File: config.mk
export PLATFORM = sky130hd
export DESIGN_NAME = pulser_ctrl
export DESIGN_NICKNAME = d
export VERILOG_FILES = /design/src/rtl/pulser_pkg.sv /design/src/rtl/rt_sync.sv /design/src/rtl/activity_mon.sv /design/src/rtl/mode_ctrl.sv /design/src/rtl/retime_bank.sv /design/src/rtl/pulser_ctrl.sv
export SDC_FILE = /design/constraint.sdc
export NUM_CORES = 1
export LEC_CHECK = 0
export BUFFER_PORTS_ARGS = -buffer_cell sky130_fd_sc_hd__buf_2
export CORE_UTILIZATION = 45
export CTS_CLUSTER_SIZE = 25
export DETAILED_ROUTE_END_ITERATION = 12
export HOLD_SLACK_MARGIN = 0.02
export PLACE_DENSITY = 0.71
export SETUP_SLACK_MARGIN = 0.2
export SLEW_MARGIN = 40
export SYNTH_ARGS = -nofsm -noshare
export SYNTH_HDL_FRONTEND = slang
export SYNTH_HIERARCHICAL = 1
export SYNTH_SLANG_ARGS = --single-unit
File: constraint.sdc
create_clock -name clk_i -period 1.5 [get_ports clk_i]
set_input_delay 0.075 -clock clk_i [delete_from_list [all_inputs] [get_ports clk_i]]
set_output_delay 0.075 -clock clk_i [all_outputs]
set_load 0.005 [all_outputs]
File: src/rtl/pulser_pkg.sv
package pulser_pkg;

  typedef struct packed {
    logic pos;
    logic neg;
    logic damp;
  } drive_t;

  function automatic drive_t drive_decode(input logic push, input logic pull,
                                          input logic en);
    drive_t d;
    d.pos  = en & push & ~pull;
    d.neg  = en & pull & ~push;
    d.damp = en & ~push & ~pull;
    return d;
  endfunction

endpackage

File: src/rtl/rt_sync.sv
module rt_sync #(
  parameter int STAGES = 2
) (
  input  logic clk_i,
  input  logic rst_ni,
  input  logic async_i,
  output logic rise_o,
  output logic edge_o
);
  // sh_q[STAGES-1] is the synchronised level, sh_q[STAGES] its history
  logic [STAGES:0] sh_q;

  always_ff @(posedge clk_i or negedge rst_ni) begin
    if (!rst_ni) sh_q <= '0;
    else         sh_q <= {sh_q[STAGES-1:0], async_i};
  end

  assign rise_o = sh_q[STAGES-1] & ~sh_q[STAGES];
  assign edge_o = sh_q[STAGES-1] ^ sh_q[STAGES];
endmodule

File: src/rtl/activity_mon.sv
module activity_mon #(
  parameter int RELEASE_CYCLES = 30
) (
  input  logic clk_i,
  input  logic rst_ni,
  input  logic edge_i,
  output logic active_o
);
  localparam int CW = $clog2(RELEASE_CYCLES + 1);
  localparam logic [CW-1:0] LIMIT = CW'(RELEASE_CYCLES);

  logic [CW-1:0] cnt_q;

  always_ff @(posedge clk_i or negedge rst_ni) begin
    if (!rst_ni)              cnt_q <= LIMIT;
    else if (edge_i)          cnt_q <= '0;
    else if (cnt_q != LIMIT)  cnt_q <= cnt_q + 1'b1;
  end

  assign active_o = (cnt_q != LIMIT);
endmodule

File: src/rtl/mode_ctrl.sv
module mode_ctrl (
  input  logic clk_i,
  input  logic rst_ni,
  input  logic active_i,
  output logic sync_o,
  output logic blank_o
);
  logic mode_q, prev_q, armed_q;

  always_ff @(posedge clk_i or negedge rst_ni) begin
    if (!rst_ni) begin
      mode_q  <= 1'b0;
      prev_q  <= 1'b0;
      armed_q <= 1'b0;
    end else begin
      mode_q  <= active_i;
      prev_q  <= mode_q;
      armed_q <= 1'b1;
    end
  end

  assign sync_o  = mode_q;
  assign blank_o = ~armed_q | (mode_q ^ prev_q);
endmodule

File: src/rtl/retime_bank.sv
module retime_bank #(
  parameter int NCH    = 8,
  parameter int STAGES = 2
) (
  input  logic           clk_i,
  input  logic           rst_ni,
  input  logic           capture_i,
  input  logic [NCH-1:0] push_i,
  input  logic [NCH-1:0] pull_i,
  output logic [NCH-1:0] push_o,
  output logic [NCH-1:0] pull_o
);
  // delay line matches the retiming clock synchroniser depth
  logic [STAGES-1:0][NCH-1:0] push_pipe_q, pull_pipe_q;
  logic [NCH-1:0] push_hold_q, pull_hold_q;

  always_ff @(posedge clk_i or negedge rst_ni) begin
    if (!rst_ni) begin
      push_pipe_q <= '0;
      pull_pipe_q <= '0;
    end else begin
      push_pipe_q[0] <= push_i;
      pull_pipe_q[0] <= pull_i;
      for (int s = 1; s < STAGES; s++) begin
        push_pipe_q[s] <= push_pipe_q[s-1];
        pull_pipe_q[s] <= pull_pipe_q[s-1];
      end
    end
  end

  always_ff @(posedge clk_i or negedge rst_ni) begin
    if (!rst_ni) begin
      push_hold_q <= '0;
      pull_hold_q <= '0;
    end else if (capture_i) begin
      push_hold_q <= push_pipe_q[STAGES-1];
      pull_hold_q <= pull_pipe_q[STAGES-1];
    end
  end

  assign push_o = push_hold_q;
  assign pull_o = pull_hold_q;
endmodule

File: src/rtl/pulser_ctrl.sv
module pulser_ctrl #(
  parameter int NCH            = 8,
  parameter int SYNC_STAGES    = 2,
  parameter int RELEASE_CYCLES = 30
) (
  input  logic           clk_i,
  input  logic           rst_ni,
  input  logic           oe_i,
  input  logic           rtclk_i,
  input  logic [NCH-1:0] push_i,
  input  logic [NCH-1:0] pull_i,
  output logic [NCH-1:0] pos_en_o,
  output logic [NCH-1:0] neg_en_o,
  output logic [NCH-1:0] damp_en_o
);
  import pulser_pkg::*;

  logic rise_det, edge_det, clk_active, sync_mode, blank;
  logic [NCH-1:0] held_push, held_pull, sel_push, sel_pull;
  logic gate_en;

  rt_sync #(.STAGES(SYNC_STAGES)) u_sync (
    .clk_i (clk_i),
    .rst_ni(rst_ni),
    .async_i(rtclk_i),
    .rise_o(rise_det),
    .edge_o(edge_det)
  );

  activity_mon #(.RELEASE_CYCLES(RELEASE_CYCLES)) u_act (
    .clk_i   (clk_i),
    .rst_ni  (rst_ni),
    .edge_i  (edge_det),
    .active_o(clk_active)
  );

  mode_ctrl u_mode (
    .clk_i   (clk_i),
    .rst_ni  (rst_ni),
    .active_i(clk_active),
    .sync_o  (sync_mode),
    .blank_o (blank)
  );

  retime_bank #(.NCH(NCH), .STAGES(SYNC_STAGES)) u_bank (
    .clk_i    (clk_i),
    .rst_ni   (rst_ni),
    .capture_i(rise_det),
    .push_i   (push_i),
    .pull_i   (pull_i),
    .push_o   (held_push),
    .pull_o   (held_pull)
  );

  assign sel_push = sync_mode ? held_push : push_i;
  assign sel_pull = sync_mode ? held_pull : pull_i;
  assign gate_en  = oe_i & ~blank;

  for (genvar ch = 0; ch < NCH; ch++) begin : g_ch
    drive_t drv;
    assign drv           = drive_decode(sel_push[ch], sel_pull[ch], gate_en);
    assign pos_en_o[ch]  = drv.pos;
    assign neg_en_o[ch]  = drv.neg;
    assign damp_en_o[ch] = drv.damp;
  end
endmodule

==> results of run 1 <==
[area by class of cell]
type	count	share of cell area
Timing Repair Buffer	77	0.166
Clock inverter	4	0.0139
Sequential cell	59	0.435
Tap cell	70	0.0257
Multi-Input combinational cell	111	0.306
Clock buffer	12	0.0484
Inverter	4	0.00513
[power by group]
| part | switching, mW | internal [mW] |
|---|---|---|
| clock network | 0.605 | 0.897 |
| logic | 0.213 | 0.299 |
| registers | 0.0941 | 1.73 |
[routing by layer]
layer | global-route usage | wire length, microns
met4 | 0.115 | 121
met5 | 0 | 0
met1 | 0.237 | 2320
met3 | 0.0407 | 171
met2 | 0.283 | 2300
[worst paths after layout]
check / from / endpoint / slack [ns] / cells after the start
hold reg to reg: u_bank/pull_pipe_q[2] / u_bank/pull_pipe_q[10] / 0.35 / 0
setup reg to reg: u_act/cnt_q[1] / u_act/cnt_q[0] / 0.16 / 3
hold / removal: rst_ni / u_bank/push_pipe_q[4] / 0.20 / 2
min in group clk_i: u_bank/pull_pipe_q[2] / u_bank/pull_pipe_q[10] / 0.35 / 0
max in group asynchronous: rst_ni / u_act/cnt_q[1] / 0.71 / 3
setup / recovery: u_mode/sync_o / pos_en_o[7] / -0.20 / 4
[per-stage QoR]
step	TNS, ns	instance area, sq um
4_1_cts	-4.26	3290
3_3_place_gp	0	2800
5_1_grt	-5.66	3410
3_5_place_dp	0	2800
6_report	-4.12	3410
2_1_floorplan	0	2500
[sequential cells by signal (all words and copies together) (netlist names)]
signal / flops
u_bank/push_pipe_q: 16
u_bank/push_o: 8
u_bank/pull_o: 8
u_bank/pull_pipe_q: 16
u_mode/armed_q: 1
u_mode/prev_q: 1
u_act/cnt_q: 5
u_mode/sync_o: 1
u_sync/sh_q: 3
[worst max-delay path, delay by kind of cell (launching register included)]
kind	cells	cell delay [ns]
and+or+nand+nor	1	0.39
AOI/OAI and AO/OA	1	0.14
buffers and inverters	2	0.31
DFF	1	0.46
[placed cells by master, fill, tap and decap left out, drive strengths merged, types with 2 or more instances in the layout]
master,Yosys,layout
a211oi,2,2
a21oi,24,24
a31oi,3,3
buf,5,59
clkbuf,5,12
clkinv,0,2
dfrtp,55,55
dfstp,4,4
dlygate4sd3,0,18
ha,3,3
inv,4,4
mux2,18,18
nand3b,16,16
nor2,2,2
nor2b,2,2
or3,8,8
or3b,24,24
[cells by family (layout without fill, tap and decap cells)]
logic type               after synthesis  after routing  synth area share
flip-flops                            59             59             0.597
other                                  1              1           0.00151
multiplexers                          18             18            0.0969
AO/OA/AOI/OAI                         31             31            0.0696
adder cells (fa/ha/maj)                3              3            0.0151
AND/OR/NAND/NOR                       57             57             0.179
XOR/XNOR                               1              1           0.00353
buffers and inverters                 14             97            0.0373
[repair_timing]
action / CTS / global route
endpoints found under the setup margin: 26 / 32
buffers inserted: 6 / 0
hold endpoints to repair: 32 / 1
cloned: 1 / 0
pin swaps: 7 / 5
resized for setup: 17 / 25
hold buffers: 17 / 1
==> impl_metrics.csv, run 1 <==
group,metric,value,unit
run_status,status,"finished with violations",
run_status,violations,"setup timing",
cts,cts_buffers,9,
grt,grt_pass1_wl,8150,microns
setup_path,crit_path_start_kind,"flip-flop",
pwr,power.density,1120,mW/mm^2
die,row_count,26,
setup_path,worstSetupEndpointType,"primary output",
cts,clock_path_buffers,2,
setup_path,cp_data_required_time,1.42,ns
place,port_buffers,43,
finish,final_cells,337,
synthesis,ys_ff_latch,59,
cts,clock_latency,0.33,ns
detailed_routing,drc,0,
cts,clockRootBuffer,"clkbuf_8",
synthesis,synthArstFlopShare,1.00,
synthesis,ys_seq_area_frac,0.597,
detailed_routing,vias_per_cell,5.03,
synthesis,ys.flop_type,"dfrtp_1",
detailed_routing,wl_per_cell,14.6,microns
place,place.detailed.hpwl,2890,microns
detailed_routing,ant_nets,0,
die,die-area,0.00581,sq mm
run,drv_cap,0,
setup_path,critPathMaxFanout,6,
finish,area_delta_synth_final,37.6,%
timing,finalWorstSetupSlack,-0.204,ns
die,io_pins,44,
setup_path,critPathKind,"reg2out",
synthesis,yosysTopAreaCell,"dfrtp_1",
synthesis,synthTopCellsByArea,"dfrtp_1, or3b_1, mux2_4",
synthesis,synthesis.area,0.00248,sq mm
pwr,p_total,3.83,mW
cts,cts.reportedPaths.clkPinSlew,0.06,ns
finish,n_antenna_cell,0,
finish,fillers,385,
synthesis,synthTopCellsByCount,"dfrtp_1, a21oi_1, or3b_1, nand3b_1, mux2_4",
pwr,leakage,1.50,nW
synthesis,syn_area_per_cell,13.5,sq um
timing,hold_slack,0.198,ns
setup_path,path_cells,"buf_4 > or3b_1 > a21oi_1 > buf_2",
die,die_w,76.2,microns
grt,grt_antenna_before_repair,0,
timing,hold_viol,0,
finish,seqCellArea,0.00148,sq mm
die,fp.coreArea,0.00520,sq mm
detailed_routing,vias,1694,
finish,drive_gt1_frac,0.487,
timing,finalCritPeriodShare,1.14,
grt,grt_usage,0.184,
timing,drv_slew,0,
place,post-place-cells,296,
synthesis,synth.most_common_cell,"dfrtp_1",
synthesis,synth_nets,207,
pwr,peakVddDrop,0.000806,V
finish,fin_nets,285,
grt,grt_pass1_vias,1725,
timing,grt_setup_unrepaired,"yes",
place,place.gp.congestion,0.746,
timing,setup_viol,24,
setup_path,arrival,1.63,ns
min_path,hold_class,"in2async",
cts,cts_max_level,3,
die,die_h,76.2,microns
timing,finalCriticalPeriod,1.70,ns
grt,grt-ovfl-total,0,
grt,grt_max_degree,45,
setup_path,cp_slowest_cell,"dfrtp_2",
detailed_routing,first_iter_violations,41,
finish,postLayoutCoreUtil,0.656,
setup_path,slowest_delay,0.46,ns
synthesis,ys_warn_count,6,
synthesis,synth_edf_count,0,
synthesis,ys_types,31,
synthesis,netlist_instances,184,
timing,finClkSkew,0.00511,ns
die,initial_core_util,0.476,
cts,tritoncts,"done",
timing,max_clock_freq,0.587,GHz
detailed_routing,drt_first_pass_iters,4,
detailed_routing,wl,4920,microns
finish,multiInputGateArea,0.00104,sq mm
cts,cts_num_sinks,59,
synthesis,synth_top_area_frac,0.555,
place,dp_slack,0.111,ns
(Power assumes the default switching activity.)
==> inputs of run 2 (changes only) <==
- CELL_PAD_IN_SITES_DETAIL_PLACEMENT: unset -> 1
- CELL_PAD_IN_SITES_GLOBAL_PLACEMENT: unset -> 1
- CORE_UTILIZATION: 45 -> 44
- GPL_ROUTABILITY_DRIVEN: unset -> 0
- GPL_TIMING_DRIVEN: unset -> 0
- PLACE_DENSITY: 0.71 -> 0.83
==> impl_metrics.csv, run 2 (synthesis gave the netlist of run 1 again) <==
group,metric,value,unit
run_status,status,"finished with violations",
run_status,violations,"setup timing",
pwr,pwr-share-comb,0.169,
detailed_routing,vias,1952,
place,port_buffers,43,
finish,final_common_cell,"dfrtp_1",
die,die-area,0.00594,sq mm
cts,clock_latency,0.33,ns
setup_path,cp_data_required_time,1.42,ns
finish,postLayoutCoreUtil,0.707,
min_path,hold_class,"in2async",
timing,grt_setup_unrepaired,"yes",
cts,clockRootBuffer,"clkbuf_8",
pwr,peakVddDrop,0.000858,V
die,io_pins,44,
finish,reg.largest.list,"u_bank/pull_pipe_q x16, u_bank/push_pipe_q x16",
pwr,seq_power_share,0.465,
pwr,p_total,3.96,mW
detailed_routing,drc,0,
timing,setup_viol,24,
detailed_routing,wl,8460,microns
place,place.detailed.hpwl,3600,microns
detailed_routing,vias_per_cell,5.53,
cts,cts_num_sinks,59,
grt,grt_pass1_wl,12100,microns
cts,clock_path_buffers,2,
place,post-place-cells,297,
pwr,p_int,2.91,mW
setup_path,worstSetupEndpointType,"primary output",
finish,fillers,509,
pwr,p_sw,1.05,mW
finish,drive_gt1_frac,0.562,
setup_path,crit_path_frequent_cell,"clkbuf_16",
place,dpl_cell_area,0.00280,sq mm
grt,grt_pass1_vias,2089,
finish,area_delta_synth_final,50.2,%
timing,hold_slack,0.145,ns
die,row_count,26,
pwr,power.density,1060,mW/mm^2
pwr,clockPowerShare,0.366,
timing,finClkSkew,0.00988,ns
die,fp.coreArea,0.00527,sq mm
finish,final_cells,353,
detailed_routing,wl_per_cell,24.0,microns
timing,max_clock_freq,0.519,GHz
setup_path,critPathMaxFanout,6,
grt,grt_usage,0.281,
timing,finalCritPeriodShare,1.29,
setup_path,critPathKind,"reg2out",
timing,drv_slew,0,
grt,grt-ovfl-total,0,
place,dp_slack,-0.210,ns
grt,grt_max_degree,60,
finish,stdcell_area,0.00372,sq mm
detailed_routing,first_iter_violations,62,
die,die_h,77.1,microns
setup_path,arrival,1.85,ns
detailed_routing,drt_first_pass_iters,4,
setup_path,crit_path_start_kind,"flip-flop",
finish,fin_nets,301,
cts,tritoncts,"done",
run,drv_cap,0,
setup_path,slowest_delay,0.48,ns
timing,fin_setup_tns,-8.30,ns
die,die_w,77.1,microns
pwr,swShare,0.265,
cts,cts_buffers,9,
finish,final_cell_mix,"dfrtp_1, buf_2, a21oi_2",
detailed_routing,ant_nets,0,
setup_path,path_cells,"xnor2_2 > nand2_1 > nand2b_4 > clkbuf_16 > clkbuf_16 > a21oi_2 > buf_2",
cts,cts.reportedPaths.clkPinSlew,0.07,ns
setup_path,cp_slowest_cell,"dfrtp_2",
timing,hold_viol,0,
timing,finalWorstSetupSlack,-0.428,ns
cts,cts_max_level,3,
grt,grt_antenna_before_repair,0,
die,initial_core_util,0.471,
pwr,leakage,1.61,nW
finish,n_antenna_cell,0,
timing,finalCriticalPeriod,1.93,ns
-- run 2: layer usage --
| metal | up-vias | part of all wire | GRT usage | wire length (microns) |
|---|---|---|---|---|
| li1 | 846 | - | - | - |
| met2 | 69 | 0.51 | 0.499 | 4330 |
| met4 | 0 | 0.040 | 0.104 | 337 |
| met3 | 24 | 0.039 | 0.0512 | 326 |
| met5 | - | 0 | 0 | 0 |
| met1 | 1013 | 0.41 | 0.338 | 3470 |
-- run 2: path summary, 6_finish.rpt --
check	slack, ns	from	endpoint	depth (start not counted)
setup / recovery	-0.43	u_mode/sync_o	pos_en_o[4]	7
hold / removal	0.14	rst_ni	u_bank/push_pipe_q[0]	2
setup reg to reg	0.12	u_sync/sh_q[1]	u_bank/pull_o[0]	5
hold reg to reg	0.35	u_bank/push_pipe_q[2]	u_bank/push_pipe_q[10]	0
max in group asynchronous	0.86	rst_ni	u_bank/pull_pipe_q[7]	3
min in group clk_i	0.35	u_bank/push_pipe_q[2]	u_bank/push_pipe_q[10]	0
-- run 2: timing repair --
action | in CTS | in global routing
buffers inserted | 11 | 7
endpoints found under the setup margin | 36 | 41
cloned | 3 | 0
gates resized for setup | 56 | 24
pin swaps | 13 | 2
hold buffers | 18 | 0
hold endpoints to repair | 72 | 0
-- run 2: layout make-up --
cell class / instances / area [sq um] / share of cell area
clock inverters: 3 / 40.0 / 0.0108
multi-input cells: 111 / 1130 / 0.305
repair buffers: 83 / 644 / 0.173
flip-flops and latches: 59 / 1480 / 0.399
plain buffers: 10 / 165 / 0.0444
inverters: 4 / 18.8 / 0.00504
well taps: 70 / 87.6 / 0.0235
clock buffers: 13 / 149 / 0.0400
-- run 2: power by group through the flow --
stage	logic, mW	registers [mW]	clock network (mW)
5_1_grt	0.712	1.85	1.53
6_report	0.671	1.84	1.45
4_1_cts	0.564	1.82	1.41
2_1_floorplan	0.260	1.82	0
3_5_place_dp	0.403	1.85	0
3_3_place_gp	0.385	1.84	0
-- run 2: critical path: cells and delay by family (launching register included) --
family	cells	cell delay (ns)
buffers and inverters	3	0.50
DFF	1	0.48
AOI/OAI and AO/OA	1	0.14
and+or+nand+nor	2	0.23
xor gates and xnor gates	1	0.18
==> inputs of run 3 (changes only) <==
- CORE_ASPECT_RATIO: unset -> 0.5
- CORE_UTILIZATION: 44 -> 45
- SYNTH_HIERARCHICAL: 1 -> unset
==> impl_metrics.csv, run 3 <==
group,metric,value,unit
detailed_routing,drc,0,
setup_path,rr_endpoint,"u_act.cnt_q[1]",
cts,tritoncts,"done",
synthesis,synthTopCellsByArea,"dfrtp_1, a211oi_2, or3b_1",
die,die_w,109,microns
grt,grt_antenna_before_repair,1,
grt,grt_max_degree,60,
finish,final_cell_mix,"dfrtp_1, buf_2, a211oi_2",
cts,clock_path_buffers,2,
synthesis,synthArstFlopShare,1.00,
detailed_routing,drt_first_pass_iters,5,
detailed_routing,vias,2006,
timing,fin_setup_tns,-7.63,ns
run_status,violations,"setup timing",
detailed_routing,ant_nets,0,
synthesis,ys.flop_type,"dfrtp_1",
timing,finalCritPeriodShare,1.29,
finish,stdcell_area,0.00374,sq mm
die,row_count,19,
timing,setup_viol,24,
setup_path,arrival,1.86,ns
grt,grt-ovfl-total,0,
timing,drv_slew,0,
synthesis,synth_edf_count,0,
synthesis,synthTopCellsByCount,"dfrtp_1, or3b_1, a211oi_2, mux2_2, nand3b_1",
grt,grt_pass1_vias,2095,
setup_path,crit_path_start_kind,"flip-flop",
setup_path,cp-startpoint,"u_mode.sync_o",
place,port_buffers,43,
synthesis,yosysTopAreaCell,"dfrtp_1",
run_status,status,"finished with violations",
timing,finalWorstSetupSlack,-0.432,ns
place,dpl_cell_area,0.00290,sq mm
pwr,peakVddDrop,0.00106,V
timing,finClkSkew,0.00533,ns
run,drv_cap,0,
timing,max_clock_freq,0.518,GHz
setup_path,r2r_slack,0.11,ns
pwr,power.density,1220,mW/mm^2
finish,fin_nets,293,
setup_path,critPathKind,"reg2out",
cts,cts_buffers,9,
synthesis,synthesis.area,0.00259,sq mm
pwr,leakage,1.61,nW
grt,grt_usage,0.287,
finish,area_delta_synth_final,44.6,%
synthesis,ys_warn_count,0,
cts,clockRootBuffer,"clkbuf_16",
synthesis,ys_ff_latch,59,
detailed_routing,vias_per_cell,5.75,
setup_path,reg2reg_depth,3,
cts,cts_num_sinks,59,
grt,grt_pass1_wl,12200,microns
die,fp.coreArea,0.00552,sq mm
finish,drive_gt1_frac,0.538,
die,die-area,0.00608,sq mm
synthesis,synth_top_area_frac,0.532,
setup_path,worstSetupEndpointType,"primary output",
timing,maxSlewHeadroom,0.491,
cts,clock_latency,0.33,ns
die,die_h,55.6,microns
timing,grt_setup_unrepaired,"yes",
detailed_routing,first_iter_violations,119,
cts,cts_max_level,3,
timing,hold_viol,0,
min_path,hold_class,"reg2reg",
synthesis,ys_types,26,
setup_path,slowest_delay,0.46,ns
finish,fillers,522,
setup_path,critPathMaxFanout,10,
die,initial_core_util,0.469,
detailed_routing,wl_per_cell,27.2,microns
synthesis,syn_area_per_cell,14.1,sq um
finish,final_common_cell,"dfrtp_1",
setup_path,r2r_start,"u_act.cnt_q[1]",
timing,finalCriticalPeriod,1.93,ns
setup_path,cp_data_required_time,1.42,ns
synthesis,synth.most_common_cell,"dfrtp_1",
setup_path,path_cells,"buf_6 > or3b_1 > a211oi_2 > buf_2",
setup_path,cp_slowest_cell,"dfrtp_2",
finish,reg.largest.list,"u_bank.pull_pipe_q x16, u_bank.push_pipe_q x16",
synthesis,synth_nets,207,
detailed_routing,wl,9490,microns
timing,worst-slew-pin-transition,0.763,ns
cts,cts.reportedPaths.clkPinSlew,0.05,ns
synthesis,ys_seq_area_frac,0.573,
die,io_pins,44,
synthesis,netlist_instances,184,
place,place.detailed.hpwl,3800,microns
setup_path,endpoint,"neg_en_o[7]",
run 3: cell types whose count changed in the layout (fill, tap and decap cells not counted), sizes merged, moves of 4 or more:
cell	delta
a21oi	-24
a211oi	+22
buf	-6
nand2	+4
run 3: worst min path at each step:
stage                                startpoint                      to  slack, ns  cells after the start
after floorplan                          rst_ni          u_act.cnt_q[0]      -0.22                      0
after global placement                  rtclk_i          u_sync.sh_q[0]       0.18                      1
after CTS                             pull_i[0]   u_bank.pull_pipe_q[0]      -0.11                      1
final                     u_bank.pull_pipe_q[5]  u_bank.pull_pipe_q[13]       0.35                      0
after global routing      u_bank.pull_pipe_q[5]  u_bank.pull_pipe_q[13]       0.35                      0
after detailed placement                 rst_ni  u_bank.pull_pipe_q[11]       0.18                      1
run 3: power breakdown:
part           internal (mW)  switching, mW
sequential              1.73          0.131
combinational          0.324          0.281
clock                   1.33          0.754
run 3: through the flow:
| stage | hold WS, ns | utilization | setup slack, ns | power (mW) | std cells |
|---|---|---|---|---|---|
| 6_report | 0.346 | 0.678 | -0.432 | 4.55 | 349 |
| 5_1_grt | 0.348 | 0.678 | -0.460 | 4.68 | 349 |
| 4_1_cts | -0.115 | 0.640 | -0.321 | 4.35 | 341 |
| 3_5_place_dp | 0.179 | 0.526 | -0.0841 | 2.24 | 300 |
| 3_3_place_gp | 0.183 | 0.525 | 0.000950 | 2.21 | 300 |
| 2_1_floorplan | -0.221 | - | 0.211 | 2.06 | 184 |
run 3: timing repair:
action                                  in CTS  in global routing
resized for setup                           28                 36
pin swaps                                   16                 12
endpoints found under the setup margin      34                 45
gates cloned                                 1                  1
hold buffers                                17                  1
endpoints found under the hold margin       72                  1
setup buffers                                7                  5
run 3: metal layers:
metal | part of all wire | track usage | up-vias
met5 | 0 | 0 | -
met3 | 0.058 | 0.0925 | 20
met4 | 0.026 | 0.116 | 0
met1 | 0.42 | 0.368 | 1062
met2 | 0.50 | 0.451 | 71
li1 | - | - | 853
run 3: cell type report:
cell class                 count  area (sq um)  share of cell area
antenna                        1          2.50            0.000669
sequential                    59          1480               0.397
clock inverter                 4          50.0              0.0134
clock buffer                  12           246              0.0659
tap                           73          91.3              0.0244
timing repair buffer          75           543               0.145
buffer                        11           126              0.0338
inverter                       3          11.3             0.00301
multi-input combinational    111          1190               0.317
run 3: cell families (layout without fill, tap and decap cells):
kind of cell | Yosys count | after routing | synth area share
compound gates | 30 | 30 | 0.123
xor+xnor | 1 | 1 | 0.0106
fa+ha+maj | 3 | 3 | 0.0145
buf+inv | 14 | 105 | 0.0338
flops | 59 | 59 | 0.573
mux | 18 | 18 | 0.0774
other cells | 1 | 2 | 0.00145
simple gates | 58 | 58 | 0.166
run 3: worst max-delay path, delay by kind of cell, from the launching register on:
family | cells | cell delay (ns)
DFF | 1 | 0.46
buffers and inverters | 2 | 0.35
and+or+nand+nor | 1 | 0.43
AOI/OAI and AO/OA | 1 | 0.29
